File: src/rtl/mbist_pkg.sv
package mbist_pkg;

  typedef enum logic [2:0] {
    PH_NONE  = 3'd0,
    PH_WALK1 = 3'd1,
    PH_WALK0 = 3'd2,
    PH_ADDR  = 3'd3,
    PH_CELL  = 3'd4,
    PH_RAND  = 3'd5
  } phase_e;

  typedef enum logic [3:0] {
    ST_IDLE,
    ST_BUS,
    ST_ADDR_W,
    ST_ADDR_R,
    ST_CELL_FILL,
    ST_CELL_RD,
    ST_CELL_WR,
    ST_CELL_CHK,
    ST_RND_W,
    ST_RND_R,
    ST_DRAIN
  } state_e;

endpackage

File: src/rtl/mbist_lfsr.sv
module mbist_lfsr #(
  parameter int unsigned   DW    = 8,
  parameter logic [DW-1:0] TAPS  = DW'(8'hB8),
  parameter logic [DW-1:0] RESET = DW'(8'h01)
) (
  input  logic          clk_i,
  input  logic          rst_ni,
  input  logic          load_i,
  input  logic [DW-1:0] seed_i,
  input  logic          step_i,
  output logic [DW-1:0] state_o
);

  logic [DW-1:0] state_q;

  always_ff @(posedge clk_i or negedge rst_ni) begin
    if (!rst_ni)      state_q <= RESET;
    else if (load_i)  state_q <= seed_i;
    else if (step_i)  state_q <= (state_q >> 1) ^ (state_q[0] ? TAPS : '0);
  end

  assign state_o = state_q;

  // A nonzero seed must never collapse to the all-zero lock-up state.
  AST_LFSR_NONZERO: assert property (@(posedge clk_i) disable iff (!rst_ni)
    state_q != '0);

endmodule

File: src/rtl/mbist_cmp.sv
module mbist_cmp #(
  parameter int unsigned AW = 8,
  parameter int unsigned DW = 8
) (
  input  logic          clk_i,
  input  logic          rst_ni,
  input  logic          clr_i,
  input  logic          chk_i,
  input  logic [DW-1:0] exp_i,
  input  logic [AW-1:0] addr_i,
  input  logic [2:0]    phase_i,
  input  logic [DW-1:0] rdata_i,
  output logic          mis_o,
  output logic          fail_o,
  output logic [2:0]    phase_o,
  output logic [AW-1:0] addr_o,
  output logic [DW-1:0] exp_o,
  output logic [DW-1:0] act_o
);

  logic          pend_q;
  logic [DW-1:0] pexp_q;
  logic [AW-1:0] paddr_q;
  logic [2:0]    pph_q;
  logic          fail_q;
  logic [2:0]    cph_q;
  logic [AW-1:0] caddr_q;
  logic [DW-1:0] cexp_q, cact_q;

  // Expected word travels one cycle alongside the read it belongs to.
  always_ff @(posedge clk_i or negedge rst_ni) begin
    if (!rst_ni) begin
      pend_q  <= 1'b0;
      pexp_q  <= '0;
      paddr_q <= '0;
      pph_q   <= '0;
    end else begin
      pend_q  <= chk_i;
      pexp_q  <= exp_i;
      paddr_q <= addr_i;
      pph_q   <= phase_i;
    end
  end

  assign mis_o = pend_q && !fail_q && (rdata_i != pexp_q);

  always_ff @(posedge clk_i or negedge rst_ni) begin
    if (!rst_ni) begin
      fail_q  <= 1'b0;
      cph_q   <= '0;
      caddr_q <= '0;
      cexp_q  <= '0;
      cact_q  <= '0;
    end else if (clr_i) begin
      fail_q  <= 1'b0;
      cph_q   <= '0;
      caddr_q <= '0;
      cexp_q  <= '0;
      cact_q  <= '0;
    end else if (mis_o) begin
      fail_q  <= 1'b1;
      cph_q   <= pph_q;
      caddr_q <= paddr_q;
      cexp_q  <= pexp_q;
      cact_q  <= rdata_i;
    end
  end

  assign fail_o  = fail_q;
  assign phase_o = cph_q;
  assign addr_o  = caddr_q;
  assign exp_o   = cexp_q;
  assign act_o   = cact_q;

  AST_FIRST_FAIL_KEPT: assert property (@(posedge clk_i) disable iff (!rst_ni)
    fail_q && !clr_i |=> fail_q && $stable(caddr_q) && $stable(cexp_q) && $stable(cact_q));

  AST_CAPTURE_DIFFERS: assert property (@(posedge clk_i) disable iff (!rst_ni)
    $rose(fail_q) |-> cexp_q != cact_q);

endmodule

File: src/rtl/mbist_seq.sv
module mbist_seq
  import mbist_pkg::*;
#(
  parameter int unsigned   AW        = 8,
  parameter int unsigned   DW        = 8,
  parameter int unsigned   BUS_ADDR  = 0,
  parameter logic [DW-1:0] LFSR_TAPS = DW'(8'hB8),
  parameter logic [DW-1:0] SEED0     = DW'(8'h01),
  parameter logic [DW-1:0] SEED1     = DW'(8'hA5),
  parameter logic [DW-1:0] SEED2     = DW'(8'h3C)
) (
  input  logic          clk_i,
  input  logic          rst_ni,
  input  logic          start_i,
  output logic          done_o,
  output logic          pass_o,
  output logic          fail_o,
  output logic [2:0]    fail_phase_o,
  output logic [AW-1:0] fail_addr_o,
  output logic [DW-1:0] fail_exp_o,
  output logic [DW-1:0] fail_act_o,
  output logic [AW-1:0] ram_addr_o,
  output logic [DW-1:0] ram_wdata_o,
  output logic          ram_we_o,
  output logic          ram_re_o,
  input  logic [DW-1:0] ram_rdata_i
);

  function automatic logic [DW-1:0] alt_word();
    logic [DW-1:0] w;
    for (int i = 0; i < DW; i++) w[i] = (i % 2 == 0);
    return w;
  endfunction

  localparam int unsigned   BW       = (DW > 1) ? $clog2(DW) : 1;
  localparam logic [AW-1:0] BA       = AW'(BUS_ADDR);
  localparam logic [AW-1:0] BA_ALT   = BA ^ AW'(1);
  localparam logic [BW-1:0] BIT_LAST = BW'(DW - 1);
  localparam logic [DW-1:0] PAT_A    = alt_word();
  localparam logic [DW-1:0] PAT_B    = ~PAT_A;

  function automatic logic [DW-1:0] seed_of(input logic [1:0] idx);
    case (idx)
      2'd0:    return SEED0;
      2'd1:    return SEED1;
      default: return SEED2;
    endcase
  endfunction

  state_e        state_q;
  logic [AW-1:0] addr_q;
  logic [BW-1:0] bit_q;
  logic [1:0]    step_q;
  logic          zeros_q;
  logic [1:0]    seed_q;
  logic          done_q, pass_q;

  logic          op_we, op_re;
  logic [AW-1:0] op_addr;
  logic [DW-1:0] op_wdata, op_exp;
  logic [2:0]    op_phase;
  logic [DW-1:0] walk_val, rnd_val, lfsr_seed;
  logic          lfsr_load, lfsr_step, mis, last_addr, clr;

  assign last_addr = &addr_q;
  assign clr       = (state_q == ST_IDLE) && start_i;
  assign walk_val  = zeros_q ? ~({{(DW-1){1'b0}}, 1'b1} << bit_q)
                             :  ({{(DW-1){1'b0}}, 1'b1} << bit_q);

  always_comb begin
    op_we    = 1'b0;
    op_re    = 1'b0;
    op_addr  = addr_q;
    op_wdata = '0;
    op_exp   = '0;
    op_phase = PH_NONE;
    case (state_q)
      ST_BUS: begin
        op_phase = zeros_q ? PH_WALK0 : PH_WALK1;
        op_exp   = walk_val;
        case (step_q)
          2'd0:    begin op_we = 1'b1; op_addr = BA;     op_wdata = walk_val;  end
          2'd1:    begin op_we = 1'b1; op_addr = BA_ALT; op_wdata = ~walk_val; end
          default: begin op_re = 1'b1; op_addr = BA; end
        endcase
      end
      ST_ADDR_W:    begin op_we = 1'b1; op_wdata = DW'(addr_q); end
      ST_ADDR_R:    begin op_re = 1'b1; op_exp = DW'(addr_q); op_phase = PH_ADDR; end
      ST_CELL_FILL: begin op_we = 1'b1; op_wdata = PAT_A; end
      ST_CELL_RD:   begin op_re = 1'b1; op_exp = PAT_A; op_phase = PH_CELL; end
      ST_CELL_WR:   begin op_we = 1'b1; op_wdata = PAT_B; end
      ST_CELL_CHK:  begin op_re = 1'b1; op_exp = PAT_B; op_phase = PH_CELL; end
      ST_RND_W:     begin op_we = 1'b1; op_wdata = rnd_val; end
      ST_RND_R:     begin op_re = 1'b1; op_exp = rnd_val; op_phase = PH_RAND; end
      default: ;
    endcase
  end

  // Generator reloads at the last address of a pass so the next pass starts on the seed.
  always_comb begin
    lfsr_step = (state_q == ST_RND_W) || (state_q == ST_RND_R);
    lfsr_load = last_addr && ((state_q == ST_CELL_CHK) || (state_q == ST_RND_W) ||
                              ((state_q == ST_RND_R) && (seed_q != 2'd2)));
    case (state_q)
      ST_CELL_CHK: lfsr_seed = seed_of(2'd0);
      ST_RND_W:    lfsr_seed = seed_of(seed_q);
      default:     lfsr_seed = seed_of(seed_q + 2'd1);
    endcase
  end

  mbist_lfsr #(.DW(DW), .TAPS(LFSR_TAPS), .RESET(SEED0)) u_lfsr (
    .clk_i  (clk_i),
    .rst_ni (rst_ni),
    .load_i (lfsr_load),
    .seed_i (lfsr_seed),
    .step_i (lfsr_step),
    .state_o(rnd_val)
  );

  mbist_cmp #(.AW(AW), .DW(DW)) u_cmp (
    .clk_i  (clk_i),
    .rst_ni (rst_ni),
    .clr_i  (clr),
    .chk_i  (op_re),
    .exp_i  (op_exp),
    .addr_i (op_addr),
    .phase_i(op_phase),
    .rdata_i(ram_rdata_i),
    .mis_o  (mis),
    .fail_o (fail_o),
    .phase_o(fail_phase_o),
    .addr_o (fail_addr_o),
    .exp_o  (fail_exp_o),
    .act_o  (fail_act_o)
  );

  always_ff @(posedge clk_i or negedge rst_ni) begin
    if (!rst_ni) begin
      state_q <= ST_IDLE;
      addr_q  <= '0;
      bit_q   <= '0;
      step_q  <= '0;
      zeros_q <= 1'b0;
      seed_q  <= '0;
      done_q  <= 1'b0;
      pass_q  <= 1'b0;
    end else if (state_q == ST_IDLE) begin
      if (start_i) begin
        state_q <= ST_BUS;
        addr_q  <= '0;
        bit_q   <= '0;
        step_q  <= '0;
        zeros_q <= 1'b0;
        seed_q  <= '0;
        done_q  <= 1'b0;
        pass_q  <= 1'b0;
      end
    end else if (mis) begin
      state_q <= ST_IDLE;
      done_q  <= 1'b1;
    end else begin
      case (state_q)
        ST_BUS: begin
          if (step_q == 2'd2) begin
            step_q <= '0;
            if (bit_q == BIT_LAST) begin
              bit_q <= '0;
              if (zeros_q) state_q <= ST_ADDR_W;
              else         zeros_q <= 1'b1;
            end else begin
              bit_q <= bit_q + 1'b1;
            end
          end else begin
            step_q <= step_q + 2'd1;
          end
        end
        ST_ADDR_W: begin
          addr_q <= addr_q + 1'b1;
          if (last_addr) state_q <= ST_ADDR_R;
        end
        ST_ADDR_R: begin
          addr_q <= addr_q + 1'b1;
          if (last_addr) state_q <= ST_CELL_FILL;
        end
        ST_CELL_FILL: begin
          addr_q <= addr_q + 1'b1;
          if (last_addr) state_q <= ST_CELL_RD;
        end
        ST_CELL_RD: state_q <= ST_CELL_WR;
        ST_CELL_WR: begin
          addr_q  <= addr_q + 1'b1;
          state_q <= last_addr ? ST_CELL_CHK : ST_CELL_RD;
        end
        ST_CELL_CHK: begin
          addr_q <= addr_q + 1'b1;
          if (last_addr) state_q <= ST_RND_W;
        end
        ST_RND_W: begin
          addr_q <= addr_q + 1'b1;
          if (last_addr) state_q <= ST_RND_R;
        end
        ST_RND_R: begin
          addr_q <= addr_q + 1'b1;
          if (last_addr) begin
            if (seed_q == 2'd2) begin
              state_q <= ST_DRAIN;
            end else begin
              seed_q  <= seed_q + 2'd1;
              state_q <= ST_RND_W;
            end
          end
        end
        ST_DRAIN: begin
          state_q <= ST_IDLE;
          done_q  <= 1'b1;
          pass_q  <= 1'b1;
        end
        default: state_q <= ST_IDLE;
      endcase
    end
  end

  assign done_o      = done_q;
  assign pass_o      = pass_q;
  assign ram_addr_o  = op_addr;
  assign ram_wdata_o = op_wdata;
  assign ram_we_o    = op_we;
  assign ram_re_o    = op_re;

  AST_SINGLE_OP: assert property (@(posedge clk_i) disable iff (!rst_ni)
    !(ram_we_o && ram_re_o));

  AST_COMPL_BEFORE_READ: assert property (@(posedge clk_i) disable iff (!rst_ni)
    ram_re_o && (op_phase == PH_WALK1 || op_phase == PH_WALK0) |->
      $past(ram_we_o) && ($past(ram_addr_o) == BA_ALT) && ($past(ram_wdata_o) == ~op_exp));

  AST_DONE_QUIET: assert property (@(posedge clk_i) disable iff (!rst_ni)
    done_o |-> !ram_we_o && !ram_re_o);

  AST_DONE_HELD: assert property (@(posedge clk_i) disable iff (!rst_ni)
    done_o && !start_i |=> done_o);

  AST_START_CLEARS: assert property (@(posedge clk_i) disable iff (!rst_ni)
    done_o && start_i |=> !done_o && !pass_o && !fail_o);

  AST_ONE_VERDICT: assert property (@(posedge clk_i) disable iff (!rst_ni)
    done_o |-> $onehot({pass_o, fail_o}));

  AST_FAIL_MEANS_DONE: assert property (@(posedge clk_i) disable iff (!rst_ni)
    fail_o |-> done_o);

endmodule

File: config.mk
export PLATFORM = sky130hd
export DESIGN_NAME = mbist_seq
export DESIGN_NICKNAME = d
export VERILOG_FILES = /design/src/rtl/mbist_pkg.sv /design/src/rtl/mbist_lfsr.sv /design/src/rtl/mbist_cmp.sv /design/src/rtl/mbist_seq.sv
export SDC_FILE = /design/constraint.sdc
export NUM_CORES = 1
export LEC_CHECK = 0
export BUFFER_PORTS_ARGS = -buffer_cell sky130_fd_sc_hd__buf_2
export CAP_MARGIN = 40
export CORE_MARGIN = 2
export CORE_UTILIZATION = 35
export DETAILED_ROUTE_END_ITERATION = 10
export PLACE_DENSITY = 0.51
export SKIP_LAST_GASP = 1
export SLEW_MARGIN = 25
export SYNTH_ARGS = -nofsm -noshare
export SYNTH_HDL_FRONTEND = slang
export SYNTH_HIERARCHICAL = 1
export SYNTH_SLANG_ARGS = --single-unit
File: constraint.sdc
create_clock -name clk_i -period 3.45 [get_ports clk_i]
set_clock_uncertainty 0.2 [all_clocks]
set_input_delay 0.5175 -clock clk_i [delete_from_list [all_inputs] [get_ports clk_i]]
set_output_delay 0.5175 -clock clk_i [all_outputs]
set_load 0.01 [all_outputs]
# Word-level counts from Yosys, hierarchy flattened
# Index checks and enable logic that the tools add are counted.
dict set report totals {
  reg_bits 78
  in_bits 11
  out_inout_bits 48
  wordCells 167
}
dict set report op_classes {
  n_addsub 4
  eq_ne 30
  n_shift 1
  muxes 74
  bitwise 3
  n_reduce_logical 37
}
# op count
set op_table {}
lappend op_table {{2-to-1 mux 8 bit} 15}
lappend op_table {{one-hot mux 8 bit (5 select lines)} 2}
lappend op_table {{one-hot mux 8 bit (2 select lines)} 4}
lappend op_table {{2-to-1 mux 4 bit} 12}
lappend op_table {{!= test 4 bit, second input constant} 9}
lappend op_table {{one-hot mux 4 bit (9 select lines)} 1}
lappend op_table {{2-to-1 mux 2 bit} 13}
lappend op_table {{2-to-1 mux 3 bit} 8}
lappend op_table {{nonzero test 2 bit} 9}
lappend op_table {{equality test 4 x 3 -> 1 bit, second input constant} 4}
lappend op_table {{2-to-1 mux 1 bit} 16}
lappend op_table {{inverter 8 bit} 2}
lappend op_table {{equality test 4 bit, second input constant} 3}
lappend op_table {{one-hot mux 3 bit (4 select lines)} 1}
lappend op_table {{AND reduction 10 bit} 1}
lappend op_table {{AND reduction 5 bit} 2}
lappend op_table {{AND reduction 3 bit} 3}
lappend op_table {{adder 8 x 1 -> 8 bit, second input constant} 1}
lappend op_table {{equality test 4 x 2 -> 1 bit, second input constant} 2}
lappend op_table {{!= test 8 bit} 1}
lappend op_table {{AND reduction 8 bit} 1}
lappend op_table {{OR reduction 4 bit} 2}
lappend op_table {{left shift 1 x 3 -> 8 bit, first input constant} 1}
lappend op_table {{bitwise XOR 7 x 8 -> 8 bit} 1}
lappend op_table {{other kinds (19)} 35}

# Depth between registers and ports, before layout
dict set report logic_depth {
  ltp_word 6
  depth_mapped 10
  depth_no_buf 8
}

# Cells and area by module
# Netlist, hierarchy kept.
# module n_inst cells_per_inst area_each_um2 seq_area_each_um2
set modules_own_cells {}
lappend modules_own_cells {mbist_seq 1 276 2072.0 550.5}
lappend modules_own_cells {mbist_cmp 1 151 1959.4 1201.2}
lappend modules_own_cells {mbist_lfsr 1 39 409.1 201.4}

# Worst setup path before layout
# No wires, ideal clock.
dict set report synth_path {
  kind {in2reg}
  start {input port ram_rdata_i[2]}
  end {register addr_q[7]}
  t_arrival_ps 2249
  required_time_ps 3129
  path_slack_ps 880
  cell_stages 10
  cell_sequence {xor2_1 nor4_1 a21oi_1 buf_4 buf_6 nor4b_1 a211oi_2 a211oi_1 xnor2_1 nor2_1}
}
dict set report synth_via {
  elab_chain_cells 4
}
# item line
set synth_rtl {}
lappend synth_rtl {{start: declaration} mbist_seq.sv:26} ;# input logic [DW-1:0] ram_rdata_i
lappend synth_rtl {{!= test 8 bit} mbist_cmp.sv:45} ;# assign mis_o = pend_q && !fail_q && (rdata_i != pexp_q);
lappend synth_rtl {{logical AND 1 bit} mbist_cmp.sv:45}
lappend synth_rtl {{net mis} mbist_seq.sv:63} ;# logic lfsr_load, lfsr_step, mis, last_addr, clr;
lappend synth_rtl {{!= test 2 x 1 -> 1 bit (no line)} -}
lappend synth_rtl {{AND reduction 3 bit (no line)} -}
lappend synth_rtl {{end signal: assignment} mbist_seq.sv:178} ;# addr_q <= addr_q + 1'b1;
lappend synth_rtl {{end signal: assignment} mbist_seq.sv:182} ;# addr_q <= addr_q + 1'b1;
lappend synth_rtl {{end signal: assignment} mbist_seq.sv:186} ;# addr_q <= addr_q + 1'b1;
lappend synth_rtl {{end: declaration} mbist_seq.sv:51} ;# logic [AW-1:0] addr_q;
# The timed path passes the listed nets, and every way through them passes these cells.
# A chain may end at the register's enable or synchronous reset.

# Final worst setup path
dict set report layout_path {
  start {register state_q[2]}
  end {output port ram_wdata_o[0]}
}
dict set report layout_via {
  elab_chain_cells 2
  word_cells_on_any_way 6
  cone_classes {eq/ne: 5; mux: 1}
}
# item line
set layout_rtl {}
lappend layout_rtl {{start: declaration} mbist_seq.sv:50} ;# state_e state_q;
lappend layout_rtl {{start signal: assignment} mbist_seq.sv:192} ;# state_q <= last_addr ? ST_CELL_CHK : ST_CELL_RD;
lappend layout_rtl {{equality test 4 bit, or another cell as far along} mbist_seq.sv:77} ;# case (state_q)
lappend layout_rtl {{one-hot mux 8 bit (5 select lines) (*)} mbist_seq.sv:77}
lappend layout_rtl {{end: declaration} mbist_seq.sv:23} ;# output logic [DW-1:0] ram_wdata_o,
# Every way passes the cells marked *; elsewhere a longest branch is shown, timed or not.

==> results.md <==
- Sw Ratio: between 30% and 40%
- Setup TNS: 0 ps
- Worst IR drop on VDD: 215 uV
- H-tree levels: 3
- Antenna diode instance count: 0
- Max incr delay on CP: around 600 ps
- Clock edge transition at the registers on the reported setup and hold paths: 60 ps
- Crit. path cell count: 4
- Area contributors post-synth: sky130_fd_sc_hd__dfrtp_1 (43%), sky130_fd_sc_hd__nand2b_1 (8.3%), sky130_fd_sc_hd__mux2i_1 (7.7%), sky130_fd_sc_hd__xnor2_1 (4.1%), sky130_fd_sc_hd__nand2_1 (3.3%)
- Number of optimization iterations in the first detailed-route pass: 4
- Dominant cell type by area after synthesis: sky130_fd_sc_hd__dfrtp_1
- Combined area of the multi-input logic cells: between 0.002 and 0.0025 mm2
- Via count of the first global-routing pass: approximately 3400
- WL final: 10.6 mm
- Chip width: between 100 and 150 um
- Vias: roughly 3400
- Final Setup Violations: 0
- Clock share of power: between 20% and 30%
- Number of enable flip-flop cells after synthesis: 0
- CTS Buffer Depth: 2
- MaxCap Viol Count: 0
- Clock tree from TritonCTS: yes
- GRT Total Usage: approximately 17%
- First DRT Iteration DRCs: 204
- GRT met3 Usage: about 3.6%
- Layer with the highest usage: met2
- Crit-path leading delay family: simple AND/OR/NAND/NOR gates
- Total number of placement rows: 41
- Global-route wire length before repair: approximately 18 mm
- Dominant register cell in the synthesized netlist: sky130_fd_sc_hd__dfrtp_1
- Worst slew margin relative to its limit: ~54%
- Number of distinct library cells after synthesis: between 50 and 60
- Vertical die dimension: 117 um
- Share of async-settable or async-resettable flops after synthesis: 100%
- Final worst slack: a little under 400 ps
- CP Cell Sequence: or3_1, or3_1, o22ai_1, buf_2
- Fill count: roughly 1300
- Worst setup path endpoint: ram_wdata_o[0]
- Post-route standard cell area excluding fillers: around 0.0053 mm2
- Fraction of power consumed by combinational cells: approximately two fifths
- Launching instance or port of the critical path: state_q[2]
- Post-detail-place hpwl: 7.61 mm
- Pin count of the biggest net entering global routing: between 40 and 50
- Worst Path Arrival: between 2000 and 2500 ps
- Average footprint of a synthesized cell: roughly 9.5 um2
- Slew @ Worst Pin: between 600 and 700 ps
- Area overhead of the layout relative to synthesis: 18.8%
- Mapped cell area: approximately 0.0044 mm2
- Ratio of cells with drive above 1 in the final layout: around a fifth
- Worst setup slack after placement: roughly 540 ps
- Number of input and output port buffers inserted: 58
- Total clock buffers created by CTS: 9
- Capturing point of the worst reg2reg path: addr_q[5]
- Clock latency on the worst-skew pair: 340 ps
- Min Clock Period, post-route: between 3000 and 4000 ps
- Post-placement cell area: 0.00495 mm2
- Number of vias per cell: 4.87
- Most frequent cell on the critical path: sky130_fd_sc_hd__or3_1
- Run status: finished, final reports clean
- GR Layer Usage met1: approximately a quarter
- Placer Congestion: between 0.8 and 0.9
- Critical path class: reg -> out
- Post-synthesis cell count: between 400 and 500
- Biggest fanout along the worst timing path: 18
- WL per Instance: 15.2 um
- CP max stage cell: sky130_fd_sc_hd__dfrtp_1
- Antenna viol nets, final: 0
- # clock sinks: 78
- Static leakage: ~2.4 nW
- Worst setup EP type: primary output
- Maximum operating frequency: 327 MHz
- Reg-to-reg startpoint: u_cmp/pexp_q[5]
- Buffers and inverters on the worst path: 1
- Clock root buffer master: sky130_fd_sc_hd__clkbuf_16
- Footprint of the flip-flops and latches: 0.00195 mm2
- Seq/Total Area, Yosys: a little over two fifths
- Crit share post-route: 88.7%
- Top-area cell type share of the netlist area: between 40% and 50%
- Initial Util: a little over a third
- Number of antenna violations at the first check in global routing: 0
- Final Hold Violating Endpoints: 0
- Min-delay worst type: in -> reg
- Remaining global-route overflow: 0
- Total power density per cell area: 715 mW/mm2
- Flop2flop setup slack: 760 ps
- Total I/O pin count: just under 60
- Number of register bits inferred by synthesis: between 70 and 80
- Met2 track demand over resource: between 20% and 30%
- NetSw: roughly 0.0014 W
- Final Slew Violations: 0
- Required arrival time at the worst endpoint: ~2700 ps
- Cell Int Power: approximately 0.0024 W
- Number of resized instances in the post-cts repair step: 0
- Cell count of the worst reg-to-reg path: 8
- Die Footprint: between 0.01 and 0.015 mm2
- Core region area: approximately 0.013 mm2
- Nets: 545
- Nature of the critical path startpoint: register
- Total of warnings raised by yosys: 6
- Proportion of power drawn by flip-flops and latches: 32.9%
- Number of remaining DRC errors: 0
- Unrepaired setup endpoints after global routing: false
-- what timing repair did --
item	4_1_cts	5_1_grt
setup endpoints to repair	0	0
buffers inserted	0	0
hold endpoints to repair	35	0
hold buffers	1	0
-- power groups by stage --
stage | combinational [W] | clock (W) | sequential, W
2_1_floorplan | 0.00107 | 0 | 0.00123
3_3_place_gp | 0.00150 | 0 | 0.00125
3_5_place_dp | 0.00153 | 0 | 0.00126
4_1_cts | 0.00154 | 0.00103 | 0.00124
5_1_grt | 0.00169 | 0.00108 | 0.00127
6_report | 0.00152 | 0.00101 | 0.00124
-- layout by cell type (no fill, tap or decap), drive strengths merged, types with 3 or more instances in the layout --
master / Yosys / final
a21oi: 29 / 29
ha: 11 / 11
a31oi: 4 / 4
nor3: 7 / 7
nor2: 35 / 35
clkbuf: 16 / 10
nand2b: 59 / 59
dfrtp: 77 / 77
xnor2: 21 / 21
nand2: 40 / 40
o211ai: 3 / 3
clkinv: 3 / 4
o22ai: 10 / 10
mux2i: 34 / 34
xor2: 14 / 14
inv: 12 / 12
o21ai: 18 / 18
buf: 12 / 72
nor2b: 11 / 11
or3b: 3 / 3
mux2: 3 / 3
nand3: 7 / 7
nor4: 5 / 5
a211oi: 6 / 6
-- stage by stage --
step	instances	hold slack, ps	power [W]	utilization (%)
floorplan	467	21.9	0.00231	-
global placement	681	283	0.00275	39.3
detailed placement	683	289	0.00279	39.6
CTS	698	240	0.00381	42.2
global route	698	242	0.00404	42.2
finish	698	251	0.00377	42.2
-- cell families after synthesis --
kind of cell / Yosys count / synth area share [%]
AO/OA/AOI/OAI: 82 / 11.2
XOR/XNOR: 35 / 6.90
adder cells (fa/ha/maj): 11 / 3.10
buffers and inverters: 43 / 4.56
flip-flops: 78 / 44.0
multiplexers: 37 / 8.42
other: 1 / 0.0844
AND/OR/NAND/NOR: 179 / 21.7
-- cell usage after synthesis (all sizes together) (2+ instances only) --
cell and number:
o22ai 10, dfrtp 77, a31oi 4, mux2i 34, a211oi 6, a21oi 29
buf 12, or3b 3, xor2 14, nor4 5, ha 11, a22o 2
clkinv 3, xnor2 21, nor3b 2, nor2 35, inv 12, nand2 40
nand3 7, o211ai 3, mux2 3, clkbuf 16, nor3 7, o31ai 2
nand2b 59, nor2b 11, o21ai 18, or3 2
-- tightest hold or removal path: stages --
cell                       delay [ps]
sky130_fd_sc_hd__buf_2            110
sky130_fd_sc_hd__nand2b_1          60
sky130_fd_sc_hd__mux2i_1           60
-- flip-flops by register name, summed over array words and instances, names as in the netlist, 2 cells and up --
name,flops
u_cmp/paddr_q,8
bit_q,3
u_cmp/act_o,8
u_lfsr/state_o,8
u_cmp/exp_o,8
step_q,2
u_cmp/pexp_q,8
addr_q,8
state_q,4
u_cmp/pph_q,3
u_cmp/addr_o,8
u_cmp/phase_o,3
seed_q,2
-- area by class of cell --
cell class | instances | area share, %
clock inverters | 4 | 1.38
flip-flops and latches | 78 | 37.0
well taps | 172 | 4.08
multi-input cells | 346 | 43.6
clock buffers | 10 | 4.53
inverters | 15 | 1.07
repair buffers | 73 | 8.35
-- per-layer routing --
layer | vias to the layer above | wire length, um
met5 | - | 0
li1 | 1684 | -
met2 | 65 | 4930
met3 | 11 | 434
met1 | 1636 | 5100
met4 | 0 | 138
-- worst min path at each step --
stage,from,endpoint,slack (ps),cells after the start
after floorplan,rst_ni,addr_q[0],20,0
after global placement,done_o,done_o,280,2
after detailed placement,done_o,done_o,290,2
after CTS,ram_rdata_i[5],u_cmp/act_o[5],240,3
after global routing,ram_rdata_i[5],u_cmp/act_o[5],240,3
final,ram_rdata_i[5],u_cmp/act_o[5],250,3
Power figures use the tool's default switching activity.
